### config.mk
export PLATFORM = sky130hd
export DESIGN_NAME = cmd_counter
export DESIGN_NICKNAME = d
export VERILOG_FILES = /design/src/rtl/cmd_counter_pkg.sv /design/src/rtl/cmd_decode.sv /design/src/rtl/preset_reg.sv /design/src/rtl/step_unit.sv /design/src/rtl/cmd_counter.sv
export SDC_FILE = /design/constraint.sdc
export NUM_CORES = 1
export LEC_CHECK = 0
export CORE_UTILIZATION = 65
export CTS_BUF_LIST = sky130_fd_sc_hd__clkbuf_16
export CTS_CLUSTER_DIAMETER = 40
export DETAILED_ROUTE_END_ITERATION = 8
export DONT_BUFFER_PORTS = 1
export PLACE_DENSITY_LB_ADDON = 0.2
export SLEW_MARGIN = 40
export SYNTH_ARGS = -nofsm -noshare
export SYNTH_HDL_FRONTEND = slang
export SYNTH_SLANG_ARGS = --single-unit
export TNS_END_PERCENT = 1
### constraint.sdc
create_clock -name clk -period 9.03 [get_ports clk]
set_input_delay 1.806 -clock clk [delete_from_list [all_inputs] [get_ports clk]]
set_output_delay 1.806 -clock clk [all_outputs]
set_load 0.01 [all_outputs]
### src/rtl/cmd_counter_pkg.sv
package cmd_counter_pkg;

    typedef enum logic [1:0] {
        LIM_FREE  = 2'b00,
        LIM_RANGE = 2'b01,
        LIM_NOREC = 2'b10,
        LIM_MODN  = 2'b11
    } limit_e;

    typedef enum logic [1:0] {
        ST_RUN,
        ST_AT_TOP,
        ST_AT_BOTTOM,
        ST_HALTED
    } run_state_e;

    localparam logic [1:0] SEL_CTRL = 2'b00;
    localparam logic [1:0] SEL_MODE = 2'b01;

    typedef struct packed {
        logic ptr_rst;
        logic cnt_clr;
        logic flag_clr;
        logic err_clr;
        logic pre_xfer;
        logic latch_ld;
        logic psc_ld;
        logic mode_wr;
    } cmd_t;

endpackage

### src/rtl/cmd_decode.sv
module cmd_decode
    import cmd_counter_pkg::*;
(
    input  logic       wr_en,
    input  logic       sel,
    input  logic [7:0] wr_byte,
    output cmd_t       cmd,
    output logic       busy
);
    logic accept;
    logic ctrl_hit;

    always_comb begin
        accept   = wr_en && (sel || wr_byte[7]);
        ctrl_hit = accept && (wr_byte[6:5] == SEL_CTRL);

        cmd.ptr_rst  = ctrl_hit && wr_byte[0];
        cmd.cnt_clr  = ctrl_hit && (wr_byte[2:1] == 2'b01);
        cmd.flag_clr = ctrl_hit && (wr_byte[2:1] == 2'b10);
        cmd.err_clr  = ctrl_hit && (wr_byte[2:1] == 2'b11);
        cmd.pre_xfer = ctrl_hit && (wr_byte[4:3] == 2'b01);
        cmd.latch_ld = ctrl_hit && (wr_byte[4:3] == 2'b10);
        cmd.psc_ld   = ctrl_hit && (wr_byte[4:3] == 2'b11);
        cmd.mode_wr  = accept && (wr_byte[6:5] == SEL_MODE);

        busy = ctrl_hit || cmd.mode_wr;
    end
endmodule

### src/rtl/preset_reg.sv
module preset_reg #(
    parameter int W = 24
) (
    input  logic         clk,
    input  logic         rst_n,
    input  logic         we,
    input  logic [7:0]   wr_byte,
    input  logic         ptr_rst,
    output logic [W-1:0] preset
);
    localparam int NB = W / 8;
    localparam int PW = (NB > 1) ? $clog2(NB) : 1;

    logic [PW-1:0] ptr_q;

    always_ff @(posedge clk) begin
        if (!rst_n) begin
            ptr_q <= '0;
        end else if (ptr_rst) begin
            ptr_q <= '0;
        end else if (we) begin
            ptr_q <= (ptr_q == PW'(NB - 1)) ? '0 : ptr_q + 1'b1;
        end
    end

    for (genvar b = 0; b < NB; b++) begin : g_byte
        always_ff @(posedge clk) begin
            if (!rst_n) begin
                preset[8*b +: 8] <= 8'h00;
            end else if (we && (ptr_q == PW'(b))) begin
                preset[8*b +: 8] <= wr_byte;
            end
        end
    end
endmodule

### src/rtl/step_unit.sv
module step_unit #(
    parameter int W = 24
) (
    input  logic [W-1:0] val,
    input  logic         bcd,
    output logic [W-1:0] inc,
    output logic [W-1:0] dec,
    output logic         at_max,
    output logic         at_zero,
    output logic         bad
);
    localparam int DIG = W / 4;

    logic [DIG-1:0] eq9, eq0, bad_v;
    logic [W-1:0]   bcd_inc, bcd_dec;

    for (genvar i = 0; i < DIG; i++) begin : g_dig
        logic [3:0] d;
        logic       lo9, lo0;
        assign d        = val[4*i +: 4];
        assign eq9[i]   = (d == 4'd9);
        assign eq0[i]   = (d == 4'd0);
        assign bad_v[i] = (d > 4'd9);
        if (i == 0) begin : g_first
            assign lo9 = 1'b1;
            assign lo0 = 1'b1;
        end else begin : g_rest
            assign lo9 = &eq9[i-1:0];
            assign lo0 = &eq0[i-1:0];
        end
        assign bcd_inc[4*i +: 4] = lo9 ? (eq9[i] ? 4'd0 : d + 4'd1) : d;
        assign bcd_dec[4*i +: 4] = lo0 ? (eq0[i] ? 4'd9 : d - 4'd1) : d;
    end

    always_comb begin
        inc     = bcd ? bcd_inc : val + 1'b1;
        dec     = bcd ? bcd_dec : val - 1'b1;
        at_max  = bcd ? (&eq9) : (&val);
        at_zero = (val == '0);
        bad     = bcd && (|bad_v);
    end
endmodule

### src/rtl/cmd_counter.sv
module cmd_counter
    import cmd_counter_pkg::*;
#(
    parameter int W = 24
) (
    input  logic         clk,
    input  logic         rst_n,
    input  logic         cmd_we,
    input  logic         cmd_sel,
    input  logic [7:0]   cmd_byte,
    input  logic         pre_we,
    input  logic [7:0]   pre_byte,
    input  logic         step_en,
    input  logic         step_up,
    output logic [W-1:0] count_o,
    output logic [W-1:0] latch_o,
    output logic [7:0]   prescale_o,
    output logic         carry_o,
    output logic         borrow_o,
    output logic         compare_o,
    output logic         sign_o,
    output logic         error_o
);
    cmd_t         cmd;
    logic         busy;
    logic [W-1:0] preset;
    logic [W-1:0] inc_v, dec_v;
    logic         at_max, at_zero, bad;

    run_state_e   state_q, state_d;
    logic [W-1:0] cnt_q, cnt_d;
    logic         bcd_q;
    limit_e       lim_q;

    // result of a step as if taken from RUN
    logic [W-1:0] run_cnt;
    run_state_e   run_st;
    logic         run_c, run_b;
    // per-cycle events
    logic         ev_c, ev_b, ev_cmp, ev_err;

    cmd_decode u_dec (
        .wr_en   (cmd_we),
        .sel     (cmd_sel),
        .wr_byte (cmd_byte),
        .cmd     (cmd),
        .busy    (busy)
    );

    preset_reg #(.W(W)) u_pre (
        .clk     (clk),
        .rst_n   (rst_n),
        .we      (pre_we),
        .wr_byte (pre_byte),
        .ptr_rst (cmd.ptr_rst),
        .preset  (preset)
    );

    step_unit #(.W(W)) u_step (
        .val     (cnt_q),
        .bcd     (bcd_q),
        .inc     (inc_v),
        .dec     (dec_v),
        .at_max  (at_max),
        .at_zero (at_zero),
        .bad     (bad)
    );

    // Step outcome from the RUN state for the selected limit behaviour
    always_comb begin
        run_cnt = cnt_q;
        run_st  = ST_RUN;
        run_c   = 1'b0;
        run_b   = 1'b0;
        if (step_up) begin
            unique case (lim_q)
                LIM_RANGE: begin
                    if (cnt_q == preset) begin
                        run_st = ST_AT_TOP;
                        run_c  = 1'b1;
                    end else begin
                        run_cnt = inc_v;
                        run_c   = at_max;
                    end
                end
                LIM_MODN: begin
                    if (cnt_q == preset) begin
                        run_cnt = '0;
                        run_c   = 1'b1;
                    end else begin
                        run_cnt = inc_v;
                        run_c   = at_max;
                    end
                end
                LIM_NOREC: begin
                    run_cnt = inc_v;
                    run_c   = at_max;
                    if (at_max) run_st = ST_HALTED;
                end
                LIM_FREE: begin
                    run_cnt = inc_v;
                    run_c   = at_max;
                end
            endcase
        end else begin
            unique case (lim_q)
                LIM_RANGE: begin
                    if (at_zero) begin
                        run_st = ST_AT_BOTTOM;
                        run_b  = 1'b1;
                    end else begin
                        run_cnt = dec_v;
                    end
                end
                LIM_MODN: begin
                    run_cnt = at_zero ? preset : dec_v;
                    run_b   = at_zero;
                end
                LIM_NOREC: begin
                    run_cnt = dec_v;
                    run_b   = at_zero;
                    if (at_zero) run_st = ST_HALTED;
                end
                LIM_FREE: begin
                    run_cnt = dec_v;
                    run_b   = at_zero;
                end
            endcase
        end
    end

    // Next state and counter value
    always_comb begin
        state_d = state_q;
        cnt_d   = cnt_q;
        ev_c    = 1'b0;
        ev_b    = 1'b0;
        ev_cmp  = 1'b0;
        ev_err  = 1'b0;
        if (cmd.cnt_clr || cmd.pre_xfer || cmd.mode_wr) begin
            state_d = ST_RUN;
            if (cmd.pre_xfer)     cnt_d = preset;
            else if (cmd.cnt_clr) cnt_d = '0;
        end else if (step_en && !busy) begin
            if (bad) begin
                ev_err = 1'b1;
            end else begin
                unique case (state_q)
                    ST_RUN: begin
                        state_d = run_st;
                        cnt_d   = run_cnt;
                        ev_c    = run_c;
                        ev_b    = run_b;
                        ev_cmp  = (run_cnt == preset);
                    end
                    ST_AT_TOP: begin
                        if (!step_up) begin
                            state_d = run_st;
                            cnt_d   = run_cnt;
                            ev_c    = run_c;
                            ev_b    = run_b;
                            ev_cmp  = (run_cnt == preset);
                        end
                    end
                    ST_AT_BOTTOM: begin
                        if (step_up) begin
                            state_d = run_st;
                            cnt_d   = run_cnt;
                            ev_c    = run_c;
                            ev_b    = run_b;
                            ev_cmp  = (run_cnt == preset);
                        end
                    end
                    ST_HALTED: begin
                        state_d = ST_HALTED;
                    end
                endcase
            end
        end
    end

    // State register
    always_ff @(posedge clk) begin
        if (!rst_n) state_q <= ST_RUN;
        else        state_q <= state_d;
    end

    // Datapath and flag registers
    always_ff @(posedge clk) begin
        if (!rst_n) begin
            cnt_q      <= '0;
            latch_o    <= '0;
            prescale_o <= 8'h00;
            bcd_q      <= 1'b0;
            lim_q      <= LIM_FREE;
            carry_o    <= 1'b0;
            borrow_o   <= 1'b0;
            compare_o  <= 1'b0;
            sign_o     <= 1'b0;
            error_o    <= 1'b0;
        end else begin
            cnt_q <= cnt_d;
            if (cmd.latch_ld) latch_o    <= cnt_q;
            if (cmd.psc_ld)   prescale_o <= preset[7:0];
            if (cmd.mode_wr) begin
                bcd_q <= cmd_byte[0];
                lim_q <= limit_e'(cmd_byte[2:1]);
            end
            if (cmd.flag_clr) begin
                carry_o   <= 1'b0;
                borrow_o  <= 1'b0;
                compare_o <= 1'b0;
                sign_o    <= 1'b0;
            end else begin
                if (ev_c)   carry_o   <= 1'b1;
                if (ev_b)   borrow_o  <= 1'b1;
                if (ev_cmp) compare_o <= 1'b1;
                if (ev_b)      sign_o <= 1'b1;
                else if (ev_c) sign_o <= 1'b0;
            end
            if (cmd.err_clr)  error_o <= 1'b0;
            else if (ev_err)  error_o <= 1'b1;
        end
    end

    assign count_o = cnt_q;
endmodule

# Yosys cells after proc, flatten, opt, wreduce, memory -nomap -nowiden
# Cells that the tools add are included.
dict set report totals {
  register_bits 92
  input_bits 23
  out_inout_bits 61
  word_cells 201
}
dict set report op_classes {
  add_sub_neg 15
  magnitude_cmp 6
  n_eq_ne 29
  n_mux 80
  bitwise_logic 2
  reduce_logical 54
}
# op n
set op_table {}
lappend op_table {{$mux 24} 14}
lappend op_table {{$pmux 24 s3} 3}
lappend op_table {{$mux 4} 22}
lappend op_table {{$eq 24x24->1} 2}
lappend op_table {{$mux 1} 26}
lappend op_table {{$add 24x1->24 const B} 1}
lappend op_table {{$add 4x1->4 const B} 6}
lappend op_table {{$eq 4x4->1 const B} 6}
lappend op_table {{$gt 4x4->1 const B} 6}
lappend op_table {{$logic_not 24->1} 1}
lappend op_table {{$logic_not 4->1} 6}
lappend op_table {{$reduce_and 24->1} 1}
lappend op_table {{$sub 24x1->24 const B} 1}
lappend op_table {{$sub 4x1->4 const B} 6}
lappend op_table {{$eq 2x2->1 const B} 9}
lappend op_table {{$logic_and 1x1->1} 15}
lappend op_table {{$mux 2} 7}
lappend op_table {{$eq 2x1->1 const B} 6}
lappend op_table {{$reduce_and 4->1} 3}
lappend op_table {{$reduce_and 6->1} 2}
lappend op_table {{$reduce_or 2->1} 6}
lappend op_table {{$reduce_and 5->1} 2}
lappend op_table {{$ne 3x3->1 const B} 3}
lappend op_table {{$pmux 1 s3} 3}
lappend op_table {{16 further kinds} 29}

# Longest topological paths before layout
dict set report depth {
  ltp_word 13
  ltp_mapped 14
  mapped_depth_nobuf 12
}

# Modules after synthesis
# From an unflattened synthesis, not the netlist that was laid out.
dict set report unflattened {
  cells_unflattened 1147
  hier_area_um2 8524.4
}
# mod n_inst cells_per_inst area_per_inst_um2 seq_area_each_um2
set by_module_without_submodules {}
lappend by_module_without_submodules {cmd_counter 1 742 5542.8 1321.3}
lappend by_module_without_submodules {step_unit 1 290 1824.2 0.0}
lappend by_module_without_submodules {preset_reg 1 97 973.4 520.5}
lappend by_module_without_submodules {cmd_decode 1 18 183.9 0.0}

# Least setup slack after synthesis
# Ideal clock, no wire load.
dict set report synth_timing {
  path_kind {input-to-reg}
  start {input step_up}
  end {register compare_o}
  setup_ps 59
  arrival_time_ps 3905
  required_time_ps 8971
  setup_slack_ps 5066
  cell_stages 11
  n_path_buf 2
  cell_sequence {clkbuf_1 -> inv_1 -> clkbuf_1 -> nand2_1 -> o32a_1 -> and2_1 -> mux2i_1 -> o2111ai_1 -> or4_1 -> nor4_1 -> a41o_1}
}
dict set report synth_between {
  elab_chain_len 7
  word_cells_on_any_way 8
  cone_classes {eq/ne: 1; mux: 7}
}
# element line
set synth_rtl {}
lappend synth_rtl {{start: declaration} cmd_counter.sv:14} ;# input logic step_up,
lappend synth_rtl {{$mux 24} cmd_counter.sv:75} ;# if (step_up) begin
lappend synth_rtl {{$eq 24x24->1} {cmd_counter.sv:154, cmd_counter.sv:162, cmd_counter.sv:171}}
lappend synth_rtl {{$mux 1 (on tied branches)} {cmd_counter.sv:166, cmd_counter.sv:157}}
lappend synth_rtl {{$pmux 1 s3 (*)} cmd_counter.sv:148} ;# unique case (state_q)
lappend synth_rtl {{$mux 1 (*)} cmd_counter.sv:145} ;# if (bad) begin
lappend synth_rtl {{$mux 1 (*)} cmd_counter.sv:144} ;# end else if (step_en && !busy) begin
lappend synth_rtl {{$mux 1 (*)} cmd_counter.sv:140} ;# if (cmd.cnt_clr || cmd.pre_xfer || cmd.mode_wr) begin
lappend synth_rtl {{end signal: assignment} cmd_counter.sv:198} ;# compare_o <= 1'b0;
lappend synth_rtl {{end signal: assignment} cmd_counter.sv:212} ;# compare_o <= 1'b0;
lappend synth_rtl {{end signal: assignment} cmd_counter.sv:217} ;# if (ev_cmp) compare_o <= 1'b1;
lappend synth_rtl {{end: declaration} cmd_counter.sv:20} ;# output logic compare_o,
# Every way passes the cells marked *; elsewhere a longest branch is shown, timed or not.
# A chain may end at the register's enable or synchronous reset.

# Worst setup path in the final report
dict set report layout_timing {
  start {register cnt_q[1] (netlist: count_o[1])}
  end {register compare_o}
}
dict set report layout_between {
  elab_chain_len 13
  word_cells_on_any_way 47
  cone_classes {add/sub: 4; order compare: 1; eq/ne: 3; mux: 27; reduce/logical: 12}
}
# element line
set layout_rtl {}
lappend layout_rtl {{start: declaration} cmd_counter.sv:31} ;# logic [W-1:0] cnt_q, cnt_d;
lappend layout_rtl {{start signal: assignment} cmd_counter.sv:202} ;# cnt_q <= cnt_d;
lappend layout_rtl {{branches (longest 10 deep; another with $sub 24x1->24)} -}
lappend layout_rtl {{$mux 1 (*)} cmd_counter.sv:145}
lappend layout_rtl {{$mux 1 (*)} cmd_counter.sv:144}
lappend layout_rtl {{$mux 1 (*)} cmd_counter.sv:140}
# Every way passes the cells marked *.

==> impl_metrics.ini <==
[global_route]
globalRouteOverflowTotal = 0
grt_pass1_wl_um = 43360
grt_antenna_before_repair = 0
first_global_vias = 7487
grt_util_all_layers_pct = 50.36
grt_max_degree = 73

[critical_path]
crit_path_end_kind = flip-flop
slowest_delay_ns = 0.70
worst-r2r-cell-count = 12
cp_slowest_cell = nor2_1
crit_chain = inv_1 > ha_1 > nor3b_2 > nand4_1 > nor2_1 > a211o_1 > nor2_1 > nor4_1 > nand4_1 > or4_1 > nor4_1 > a41o_1
worst-path-stages = 12
startpoint_type = flip-flop
cp.arrival_ns = 4.87
cp_max_fo = 12
cp.required_ns = 9.34
worst-setup-path-type = reg2reg
worst-path-buf-inv = 1
crit_family = simple AND/OR/NAND/NOR gates

[place]
gp_congestion = 1.117
dpl.hpwl_um = 20880
numPortBuffers = 0

[yosys]
syn_nets = 1043
ys_ff_latch = 92
synth_warnings = 0
ys_seq_area_share_pct = 25.28
syn-cell-area_um2 = 7284
synth_flop_cell = dfxtp_1
synthTopCellsByArea = dfxtp_1, mux2i_1, a21oi_1, nor2_1, nand2_1
synth_top_area_share_pct = 25.28
syn_inst = 1009
avgSynthCellArea_um2 = 7.220
synth.distinct_cells = 85
async_flop_share_pct = 0
yosysTopAreaCell = dfxtp_1
synth-edff-count = 0

[run_status]
status = finished clean

[cts]
clk_latency_ns = 0.36
post_cts_resized = 0
htreeDepth = 3
cts.clk_slew.worst_paths_ns = 0.07
cts_sinks = 92
root_buffer = clkbuf_16
cts_hold_buf = 0
tritoncts = yes
postCtsSetupRepairBufs = 0
cts.path.max_buffers = 2
numCtsBuffers = 9

[floorplanning]
initial_core_util_pct = 66.90
die_w_um = 107.9
die_height_um = 107.9
core_area_um2 = 10890
dieArea_um2 = 11630
rows = 38
io_pins = 84

[sta]
min_period_ns = 4.559
period_share_pct = 50.48
slew_violations = 0
finalHoldViolations = 0
tns_ns = 0
skew_ns = 0.007715
grt_setup_unrepaired = false
fmax_mhz = 219.4
relSlewSlack_pct = 38.27
setup_viol = 0
tightest_slew_ns = 0.9247

[worst_hold_path]
min-delay-path-class = reg2reg
hold_depth = 2

[detailed_routing]
drtIter0Drc = 1539
wl_per_cell_um = 26.84
vias = 8295
wl_um = 29090
route.detailed.drc = 0
dr.pass1.iters = 9
ant_nets = 0
avgViaCountPerCell = 7.652

[pwr]
p_leak_uw = 0.002776
ir_drop_uv = 171.7
power_density_nw_per_um2 = 170.8

[finish]
antenna_cells = 0
drive_above_1_share_pct = 6.674
area_delta_synth_final_pct = 2.576
finalCoreUtilization_pct = 68.63
layout.nets = 973

[job]
cap_violations = 0
## cell families after synthesis
family | Yosys count | synth area share, %
fa+ha+maj | 11 | 1.889
buf+inv | 118 | 6.493
simple gates | 383 | 26.45
compound gates | 308 | 27.22
xor+xnor | 45 | 5.411
flops | 92 | 25.28
mux | 52 | 7.248
## layout by cell type (no fill, tap or decap), types with 6 or more instances in the layout
| master | count |
|---|---|
| nor2_1 | 112 |
| nand2_1 | 104 |
| dfxtp_1 | 91 |
| a21oi_1 | 86 |
| o21ai_0 | 65 |
| mux2i_1 | 46 |
| xor2_1 | 28 |
| nand3_1 | 27 |
| inv_1 | 24 |
| nor3_1 | 22 |
| a211oi_1 | 18 |
| nand4_1 | 17 |
| xnor2_1 | 17 |
| a31oi_1 | 17 |
| nor4_1 | 16 |
| o22ai_1 | 15 |
| a22oi_1 | 14 |
| o211ai_1 | 13 |
| or3_1 | 11 |
| ha_1 | 11 |
| buf_4 | 11 |
| or2_2 | 9 |
| nand2b_1 | 9 |
| clkbuf_16 | 9 |
| o21a_1 | 8 |
| o31ai_1 | 7 |
| mux2_2 | 6 |
| o2111ai_1 | 6 |
| a211o_1 | 6 |
| and2_1 | 6 |
| a21o_1 | 6 |
## worst paths after layout
check / start / endpoint / slack (ns)
worst min register to register: u_pre.ptr_q[1]$_SDFFE_PP0P_ / u_pre.ptr_q[1]$_SDFFE_PP0P_ / 0.50
worst max-delay path: count_o[1]$_SDFFE_PN0P_ / compare_o$_SDFFE_PP0P_ / 4.47
worst min-delay path: u_pre.ptr_q[1]$_SDFFE_PP0P_ / u_pre.ptr_q[1]$_SDFFE_PP0P_ / 0.50
worst max register to register: count_o[1]$_SDFFE_PN0P_ / compare_o$_SDFFE_PP0P_ / 4.47
## through the flow
step	power, uW	area, um2	setup slack (ns)	hold WS [ns]	cells
CTS	1240	7465	4.673	0.4949	1084
global placement	890.8	7176	4.660	0.4722	1066
finish	1276	7472	4.471	0.4987	1084
detailed placement	893.6	7197	4.624	0.4849	1068
global route	1309	7472	4.299	0.5227	1084
floorplan	778.0	7284	5.066	0.4615	1009
## worst register-to-register path: stages (launching register included)
cell and delay (ns):
dfxtp_1 0.52, inv_1 0.18, ha_1 0.27, nor3b_2 0.56
nand4_1 0.42, nor2_1 0.70, a211o_1 0.27, nor2_1 0.08
nor4_1 0.38, nand4_1 0.13, or4_1 0.53, nor4_1 0.25
a41o_1 0.19
## Yosys cell counts (4+ instances only)
cell,n
o211ai_1,13
a211oi_1,18
inv_1,24
a21oi_1,86
nor2_1,112
ha_1,11
clkbuf_1,70
o22ai_1,15
or2_2,9
o21a_1,8
o21ai_0,65
xor2_1,28
nand2_1,104
nand3_1,27
nor3_1,23
or3_1,11
o31ai_1,7
and3_1,5
a31oi_1,17
a211o_1,6
nand3b_1,5
xnor2_1,17
and2_1,6
nand2b_1,9
o2111ai_1,6
dfxtp_1,92
mux2_2,6
buf_2,15
a21boi_0,4
a21o_1,6
a22oi_1,14
mux2i_1,46
or4_1,4
nor2b_1,5
and4_1,4
nor4_1,16
nand4_1,17
buf_1,6
## metal layers
layer | wire length [um] | vias to the layer above | track usage (%)
li1 | - | 3540 | -
met1 | 10350 | 3758 | 63.72
met2 | 11880 | 776 | 72.76
met3 | 4634 | 221 | 18.34
met4 | 2229 | 0 | 29.45
met5 | 0 | - | 0
## final cells by class
class                      count  area (um2)
fill                         950        3416
inverter                      25       96.34
sequential                    92        1843
tap                          140       175.2
clock buffer                   9       225.2
timing repair buffer          12       93.84
multi-input combinational    799        4996
clock inverter                 7       42.54
## report_power, final
| group | internal [uW] | switching, uW |
|---|---|---|
| sequential | 425 | 82.9 |
| clock | 185 | 170 |
| combinational | 147 | 266 |
Power figures use the tool's default switching activity.
